[src/rtl/rq_pkg.sv]
package rq_pkg;
    typedef enum logic {
        RQ_IDLE = 1'b0,
        RQ_SHOW = 1'b1
    } rq_state_e;
endpackage

[src/rtl/rq_trunc.sv]
module rq_trunc #(
    parameter int NC = 4,
    parameter int NF = 4
) (
    input  logic [NC+NF-1:0] word,
    input  logic [NF-1:0]    err,
    output logic [NC-1:0]    coarse,
    output logic [NF:0]      fine,
    output logic [NF-1:0]    err_next,
    output logic             sat
);
    localparam int N  = NC + NF;
    localparam int FW = NF + 1;
    localparam int SW = N + 1;

    logic [SW-1:0] sum;
    logic [NC:0]   raw;
    logic [SW-1:0] scaled;
    logic [SW-1:0] res;

    always_comb begin
        sum    = {1'b0, word} + SW'(err);
        raw    = sum[N:NF];
        sat    = raw[NC];
        coarse = sat ? {NC{1'b1}} : raw[NC-1:0];
        scaled = {1'b0, coarse, {NF{1'b0}}};
        res    = sum - scaled;
        err_next = (|res[N:NF]) ? {NF{1'b1}} : res[NF-1:0];
        fine   = FW'({1'b0, word} - scaled);
    end
endmodule

[src/rtl/rq_err_store.sv]
module rq_err_store #(
    parameter int NF = 4
) (
    input  logic          clk,
    input  logic          rst,
    input  logic          load,
    input  logic [NF-1:0] err_d,
    output logic [NF-1:0] err_q
);
    always_ff @(posedge clk) begin
        if (rst)
            err_q <= '0;
        else if (load)
            err_q <= err_d;
    end

    AST_ERR_HOLD: assert property (@(posedge clk) disable iff (rst)
        !load |=> $stable(err_q)) else $error("error store moved without load");
    AST_ERR_CLEAR: assert property (@(posedge clk) disable iff (rst)
        $past(rst) |-> (err_q == '0)) else $error("error store not cleared");
endmodule

[src/rtl/coarse_fine_requant.sv]
module coarse_fine_requant #(
    parameter int NC = 4,
    parameter int NF = 4
) (
    input  logic          clk,
    input  logic          rst,
    input  logic          in_valid,
    input  logic [NC-1:0] coarse_in,
    input  logic [NF-1:0] fine_in,
    output logic          out_valid,
    output logic [NC-1:0] coarse_out,
    output logic [NF:0]   fine_out
);
    import rq_pkg::*;

    localparam int N = NC + NF;

    logic [N-1:0]  word;
    logic [NF-1:0] err_q;
    logic [NF-1:0] err_d;
    logic [NC-1:0] coarse_d;
    logic [NF:0]   fine_d;
    logic          sat;
    rq_state_e     st_q;
    rq_state_e     st_d;

    assign word = {coarse_in, fine_in};

    rq_trunc #(.NC(NC), .NF(NF)) u_trunc (
        .word     (word),
        .err      (err_q),
        .coarse   (coarse_d),
        .fine     (fine_d),
        .err_next (err_d),
        .sat      (sat)
    );

    rq_err_store #(.NF(NF)) u_err (
        .clk   (clk),
        .rst   (rst),
        .load  (in_valid),
        .err_d (err_d),
        .err_q (err_q)
    );

    always_comb begin
        st_d = st_q;
        unique case (st_q)
            RQ_IDLE: st_d = in_valid ? RQ_SHOW : RQ_IDLE;
            RQ_SHOW: st_d = in_valid ? RQ_SHOW : RQ_IDLE;
            default: st_d = RQ_IDLE;
        endcase
    end

    always_ff @(posedge clk) begin
        if (rst)
            st_q <= RQ_IDLE;
        else
            st_q <= st_d;
    end

    always_ff @(posedge clk) begin
        if (rst) begin
            coarse_out <= '0;
            fine_out   <= '0;
        end else if (in_valid) begin
            coarse_out <= coarse_d;
            fine_out   <= fine_d;
        end
    end

    assign out_valid = (st_q == RQ_SHOW);

    AST_VALID_AFTER_STROBE: assert property (@(posedge clk) disable iff (rst)
        in_valid |=> out_valid) else $error("missing output strobe");
    AST_NO_SPURIOUS_VALID: assert property (@(posedge clk) disable iff (rst)
        !in_valid |=> !out_valid) else $error("spurious output strobe");
    AST_EXACT_SPLIT: assert property (@(posedge clk) disable iff (rst)
        out_valid |-> (({1'b0, coarse_out, {NF{1'b0}}} + {{NC{fine_out[NF]}}, fine_out})
                       == {1'b0, $past(word)})) else $error("split does not rebuild word");
    AST_SAT_TOP: assert property (@(posedge clk) disable iff (rst)
        (in_valid && sat) |=> (coarse_out == {NC{1'b1}})) else $error("saturation lost");
    AST_OUT_HOLD: assert property (@(posedge clk) disable iff (rst)
        !in_valid |=> ($stable(coarse_out) && $stable(fine_out))) else $error("outputs moved");
    AST_RESET_STATE: assert property (@(posedge clk) disable iff (rst)
        $past(rst) |-> (!out_valid && coarse_out == '0 && fine_out == '0)) else $error("reset state");
endmodule

[config.mk]
export PLATFORM = sky130hd
export DESIGN_NAME = coarse_fine_requant
export DESIGN_NICKNAME = d
export VERILOG_FILES = /design/src/rtl/rq_pkg.sv /design/src/rtl/rq_trunc.sv /design/src/rtl/rq_err_store.sv /design/src/rtl/coarse_fine_requant.sv
export SDC_FILE = /design/constraint.sdc
export NUM_CORES = 1
export LEC_CHECK = 0
export CELL_PAD_IN_SITES_DETAIL_PLACEMENT = 1
export CELL_PAD_IN_SITES_GLOBAL_PLACEMENT = 2
export CORE_UTILIZATION = 29
export CTS_BUF_LIST = sky130_fd_sc_hd__clkbuf_8 sky130_fd_sc_hd__clkbuf_16
export CTS_CLUSTER_DIAMETER = 80
export DETAILED_ROUTE_END_ITERATION = 10
export GPL_ROUTABILITY_DRIVEN = 0
export GPL_TIMING_DRIVEN = 1
export HOLD_SLACK_MARGIN = 0.02
export PLACE_DENSITY = 0.81
export SLEW_MARGIN = 20
export SYNTH_ARGS = -nofsm -noshare
export SYNTH_HDL_FRONTEND = slang
export SYNTH_SLANG_ARGS = --single-unit
[constraint.sdc]
create_clock -name clk -period 4.01 [get_ports clk]
set_input_delay 1.203 -clock clk [delete_from_list [all_inputs] [get_ports clk]]
set_output_delay 1.203 -clock clk [all_outputs]
set_load 0.02 [all_outputs]
# == Word level (Yosys, flattened, before mapping) ==
# Cells that the tools add are included.
# Widths: inputs -> output; s select.
# totals
rom_bits,0
memories,0
elab_cells,11
mem_bits_rw,0
regBits,14
latch_bits,0
out_inout_bits,10
in_bits,11
# op_classes
n_shift,0
addsub,3
n_mul,0
n_bitwise,0
div_mod_pow,0
order_cmp,0
mux,3
n_eq_ne,0
n_reduce_logical,1
# ops
cell,count
$add 8x4->9,1
$sub 9x8->9,1
$mux 4,2
$reduce_or 5->1,1
$sub 5x5->5,1
$mux 1,1

# == Depth between registers and ports, before layout ==
# Gate-level depths: netlist of run 1.
# depth
ltp_word,5
depth_mapped,6
depth_no_buf,6

# == Modules after synthesis ==
# A second synthesis of run 1 with hierarchy kept.
# unflattened
cells_unflattened,84
hier_area_um2,789.5
# by_module_without_submodules
module,area_per_inst_um2,cells_each,seq_area_each_um2,n_inst
coarse_fine_requant,346.6,31,200.2,1
rq_trunc,302.8,40,0.0,1
rq_err_store,140.1,13,80.1,1

# == Worst setup path before layout of run 1 ==
# OpenSTA, ideal clock, no wires.
# synth_timing
path_kind,input to register
from,in fine_in[0]
to,reg coarse_out[3]
setup_time_ps,100
arrival_ps,2432
path_stages,6
required_ps,3910
n_path_buf,0
path_slack_ps,1478
cell_sequence,ha_1 > fa_1 > nand3_1 > and4_1 > mux2_4 > a2111oi_4
# synth_between
elab_chain_len,2
# synth_lines
element,line_no,source
"start, declared",coarse_fine_requant.sv:9,"input logic [NF-1:0] fine_in,"
$add 8x4->9,rq_trunc.sv:22,"sum = {1'b0, word} + SW'(err);"
$mux 4,rq_trunc.sv:25,coarse = sat ? {NC{1'b1}} : raw[NC-1:0];
"end signal, assigned",coarse_fine_requant.sv:67,coarse_out <= coarse_d;
"end, declared",coarse_fine_requant.sv:11,"output logic [NC-1:0] coarse_out,"
# No other way between the ends.
# A chain may end at the register's enable or synchronous reset.

# == Worst setup path after layout of run 1 ==
# Ends and elaborated chain as after synthesis.

==> summary.txt, run 1 <==
Outcome
  • Status: finished clean

Timing
  • Fmax achieved: 346 MHz
  • Clock period minus worst slack: 2890 ps
  • Fin Setup TNS: 0 ps
  • Final Max Slew Viols: 0
  • Unrepaired setup endpoints after global routing: no
  • Fin crit share: 72.2%
  • Max-slew headroom: 44.4%
  • Setup Skew: 1.72 ps
  • Pin slew with the least headroom to its limit: 831 ps
  • Setup Viol. Count Final: 0
  • Setup WS post-layout: 1120 ps
  • Hold Vio Cnt, Final: 0

Synthesis
  • Sequential fraction of the synthesis area: 36.9%
  • Synthesis Warnings: 0
  • Synth Net Count: 98
  • Synth unique cells: 28
  • Post-Syn Area: 759 sq um
  • Mean Syn Cell Area: 9.26 sq um
  • Syn Inst Count: 82
  • Yosys reg bits: 14

Setup path
  • Crit path required time: 4160 ps
  • Kind of critical path: input pin to flop
  • Crit path max fanout: 3
  • CP arrival: 3040 ps
  • Startpoint class of the critical path: input pin
  • Crit path capture type: flop

Finish
  • Most common cell after layout, fill and taps aside: clkdlybuf4s50_1
  • # nets final: 120
  • Layout cells sized above 1: 7.77%
  • Most used cells in the layout excluding fill and tap cells: clkdlybuf4s50_1 (20), nor2_1 (14), dfxtp_1 (14)
  • Area Overhead vs Synth: 36.7%
  • Post-route non-filler standard cell count: 133
  • Diodes inserted: 0

Power
  • VDD IR max: 0.184 mV
  • Leakage: 0.399 nW
  • Pwr dens: 381 nW/um^2

Placement
  • Post-Place Cells: 129
  • Worst slack, placed: 855 ps
  • DP Wirelength: 1300 um
  • IO buf count: 20

Clocking
  • Clock sink total: 14
  • CTS tree: yes
  • # Post-CTS Setup Buffers: 0
  • Root Buffer: clkbuf_8
  • H-Tree Depth: 1
  • Clock-pin slew on the worst setup and hold paths: 60 ps
  • Max Root-Sink Buffers: 2
  • # hold bufs at CTS: 0
  • Worst-Skew Late Latency: 240 ps
  • Post-cts sizing count: 0
  • Cts bufs inserted: 3

GRT
  • Grt total ovfl: 0
  • GR Util All Layers: 13.8%
  • Vias in the first global route: 652
  • Largest net degree at the start of global routing: 22
  • First-pass GRT wire length: 2820 um
  • Antenna violations before repair: 0

Route
  • Residual DRC count: 0
  • First drt pass iteration count: 4
  • Vias after detailed routing: 673
  • 1st-iter DRT viols: 3
  • DR WL/cell: 13.4 um
  • Vias/cell: 5.06
  • WL final: 1780 um
  • Antenna-violating nets left: 0

Floorplanning
  • Die Area: 2830 sq um
  • Die Ht: 53.2 um
  • Row cnt: 18
  • Chip Width: 53.2 um
  • Ports: 21
  • Initial Util: 30.7%
  • Core Area: 2480 sq um

Worst hold path
  • Hold Crit Class: flop to flop

Run
  • Max Cap Viol: 0
-- final cells by class --
class,count,area (sq um)
fillers,308,1440
clock buffers,4,55.1
well taps,30,37.5
repair buffers,20,200
flip-flops and latches,14,280
multi-input cells,61,450
inverters,4,15.0
-- worst max-delay path, stage by stage --
cell,delay [ps]
clkdlybuf4s50_1,490
ha_1,210
fa_1,230
nand3_1,120
and4_1,200
mux2_4,270
a2111oi_4,320
-- logic make-up after synthesis --
logic type      count (synthesis)  synth area share [%]
simple gates                   28                  18.5
compound gates                 19                  19.6
buf+inv                         7                  3.79
xor+xnor                        3                  3.46
mux                             6                  8.57
flops                          14                  36.9
fa+ha+maj                       5                  9.23
-- synthesized netlist by cell type --
library cell | n | share of area, %
xnor2_1 | 3 | 3.5
inv_1 | 4 | 2.0
nand2_1 | 3 | 1.5
fa_1 | 1 | 2.6
mux2i_1 | 5 | 6.6
and4_1 | 1 | 1.2
nand3_1 | 3 | 2.0
a211oi_1 | 7 | 6.9
dfxtp_1 | 14 | 37
o21bai_1 | 1 | 0.99
o211ai_1 | 1 | 0.99
nand2b_1 | 2 | 1.6
a21oi_1 | 5 | 3.3
buf_2 | 2 | 1.3
nand3b_1 | 1 | 0.99
ha_1 | 4 | 6.6
a311o_1 | 1 | 1.3
nor2b_1 | 1 | 0.82
a31oi_1 | 1 | 0.82
nor2_1 | 14 | 6.9
o21a_1 | 1 | 0.99
mux2_4 | 1 | 2.0
and3_4 | 1 | 1.5
clkbuf_1 | 1 | 0.49
nor3b_1 | 1 | 0.99
a2111oi_4 | 1 | 3.6
and2_2 | 1 | 0.99
o21ai_0 | 1 | 0.66
-- final timing paths --
path                  start             to  slack [ps]  cells past startpoint
max              fine_in[0]  coarse_out[3]        1120                      7
min             fine_out[4]    fine_out[4]         480                      2
max reg2reg  u_err.err_q[0]  coarse_out[3]        2230                      6
min reg2reg     fine_out[4]    fine_out[4]         480                      2
-- metal layers --
metal / global-route usage (%) / part of all wire (%) / vias to the layer above
li1: - / - / 332
met1: 17.0 / 47 / 322
met2: 23.4 / 48 / 19
met3: 2.01 / 4.9 / 0
met4: 6.14 / 0 / 0
met5: 0 / 0 / -
-- registers in the layout, indices dropped and copies added (netlist names) --
register and cells:
coarse_out 4, fine_out 5, out_valid 1, u_err.err_q 4
-- metrics by stage --
| step | hold slack (ps) | utilization, % | power, mW | area (sq um) |
|---|---|---|---|---|
| global placement | 458 | 39.7 | 0.257 | 983 |
| CTS | 480 | 41.9 | 0.404 | 1040 |
| global route | 504 | 41.9 | 0.417 | 1040 |
| floorplan | 467 | - | 0.221 | 759 |
| detailed placement | 472 | 39.7 | 0.259 | 983 |
| finish | 478 | 41.9 | 0.396 | 1040 |
-- power by group --
part,internal [mW],leakage (nW),switching [mW]
combinational,0.0489,0.254,0.0498
sequential,0.150,0.116,0.00573
clock,0.0870,0.0288,0.0540
(Power assumes the default switching activity.)
==> run 2: changes to the inputs <==
Settings changed: CORE_UTILIZATION 29 to 27, PLACE_DENSITY 0.81 to 0.76.
Clock period 4.01 ns to 2.9 ns, I/O delays scaled along.
==> run 2 against run 1 <==
Via count decreased by 3.7%; total power is 31% higher; critical path depth stayed put; clock-buffer cell count shrank 1; non-clock buffer count is 2 higher; sequential cell count unchanged; setup slack worse by 790 ps; hold slack better by 3.7 ps; die area is 7.1% higher; core utilization fell by 1.4 points; critical endpoint unchanged.
==> summary.txt, run 2 (synthesis results as in run 1) <==
Outcome
  • Status: finished clean

Finish
  • Biggest register: fine_out
  • Fill count: 300
  • Max FFs per register: 5
  • Most used cells in the layout excluding fill and tap cells: clkdlybuf4s50_1 (20), nor2_1 (14), dfxtp_1 (14)
  • Diodes inserted: 0
  • Most common cell after layout, fill and taps aside: clkdlybuf4s50_1
  • Layout cells sized above 1: 8.65%
  • Regs by FF count: fine_out (5), coarse_out (4), u_err.err_q (4)
  • Post-route non-filler standard cell count: 134
  • Area Overhead vs Synth: 36.9%
  • Design area: 1040 sq um
  • # nets final: 122

Timing
  • WHS: 482 ps
  • Fin crit share: 88.7%
  • Unrepaired setup endpoints after global routing: no
  • Hold Vio Cnt, Final: 0
  • Setup Viol. Count Final: 0
  • Max-slew headroom: 64.6%
  • Clock period minus worst slack: 2570 ps
  • Final Max Slew Viols: 0
  • Fin Setup TNS: 0 ps
  • Fmax achieved: 389 MHz
  • Setup Skew: 1.12 ps
  • Pin slew with the least headroom to its limit: 529 ps

Route
  • 1st-iter DRT viols: 7
  • Antenna-violating nets left: 0
  • Vias/cell: 4.84
  • WL final: 1790 um
  • First drt pass iteration count: 4
  • DR WL/cell: 13.3 um
  • Residual DRC count: 0
  • Vias after detailed routing: 648

GRT
  • First-pass GRT wire length: 2950 um
  • Grt total ovfl: 0
  • Antenna violations before repair: 0
  • Largest net degree at the start of global routing: 13
  • Vias in the first global route: 640
  • GR Util All Layers: 14.4%

Clocking
  • H-Tree Depth: 1
  • # Post-CTS Setup Buffers: 0
  • Clock-pin slew on the worst setup and hold paths: 60 ps
  • Post-cts sizing count: 0
  • Root Buffer: clkbuf_8
  • Max Root-Sink Buffers: 2
  • CTS tree: yes
  • Cts bufs inserted: 3
  • Clock sink total: 14
  • # hold bufs at CTS: 0
  • Worst-Skew Late Latency: 250 ps

Setup path
  • Startpoint class of the critical path: input pin
  • CP arrival: 2730 ps
  • Crit path capture type: flop
  • Worst stage delay on the critical path: 480 ps
  • Kind of critical path: input pin to flop
  • Crit-path leading delay family: buffers and inverters
  • Crit path max fanout: 3
  • Crit path required time: 3050 ps
  • Buf+Inv Stages, Crit Path: 1
  • Slowest-stage cell, CP: clkdlybuf4s50_1
  • Crit path cell chain: clkdlybuf4s50_1 > ha_1 > fa_1 > nand3_1 > and4_1 > mux2_4 > a2111oi_4

Floorplanning
  • Die Ht: 55.0 um
  • Die Area: 3030 sq um
  • Row cnt: 18
  • Core Area: 2570 sq um
  • Chip Width: 55.0 um
  • Ports: 21
  • Initial Util: 29.6%

Placement
  • IO buf count: 20
  • DP Wirelength: 1370 um
  • Post-Place Cells: 131
  • Placed inst area: 998 sq um

Power
  • Overall power: 519 uW
  • Sw power: 150 uW
  • Sw Ratio: 28.9%
  • Internal power: 369 uW
  • Leakage: 0.401 nW
  • Combinational power share: 26.6%
  • VDD IR max: 0.319 mV
  • Pwr dens: 499 nW/um^2
  • Clock power frac: 31.8%
  • Seq pwr share: 41.6%

Run
  • Max Cap Viol: 0

Worst hold path
  • Hold Crit Class: flop to flop
-- run 2: path summary, 6_finish.rpt --
check	start	end	slack (ps)	cells past startpoint
setup / recovery	fine_in[0]	coarse_out[3]	330	7
hold / removal	fine_out[4]	fine_out[4]	480	2
setup reg to reg	u_err.err_q[0]	coarse_out[3]	1100	6
hold reg to reg	fine_out[4]	fine_out[4]	480	2
-- run 2: through the flow --
stage	utilization, %	setup WS [ps]
3_5_place_dp	38.9	59.2
6_report	40.5	328
3_3_place_gp	38.9	106
4_1_cts	40.5	317
5_1_grt	40.5	229
2_1_floorplan	-	701
-- run 2: cell type report --
class / count / area [sq um] / area share [%]
inverter: 4 / 15.0 / 1.44
multi-input combinational: 61 / 450 / 43.3
clock buffer: 3 / 41.3 / 3.97
tap: 30 / 37.5 / 3.61
timing repair buffer: 22 / 215 / 20.7
sequential: 14 / 280 / 27.0
-- run 2: metal layers --
layer  part of all wire (%)  GRT usage, %
met5                      0             0
met4                   0.73          3.75
met3                    5.3          6.01
met2                     47          23.5
met1                     47          17.4
-- run 2: power by group through the flow --
stage,logic (mW),registers (mW),clock network (mW)
final,0.138,0.216,0.165
after global routing,0.155,0.218,0.177
after CTS,0.140,0.216,0.170
after detailed placement,0.139,0.220,0
after global placement,0.139,0.220,0
after floorplan,0.0741,0.231,0
-- run 2: worst register-to-register path: stages, from the launching register on --
cell	delay, ps
dfxtp_1	340
ha_1	220
fa_1	240
nand3_1	120
and4_1	200
mux2_4	270
a2111oi_4	320
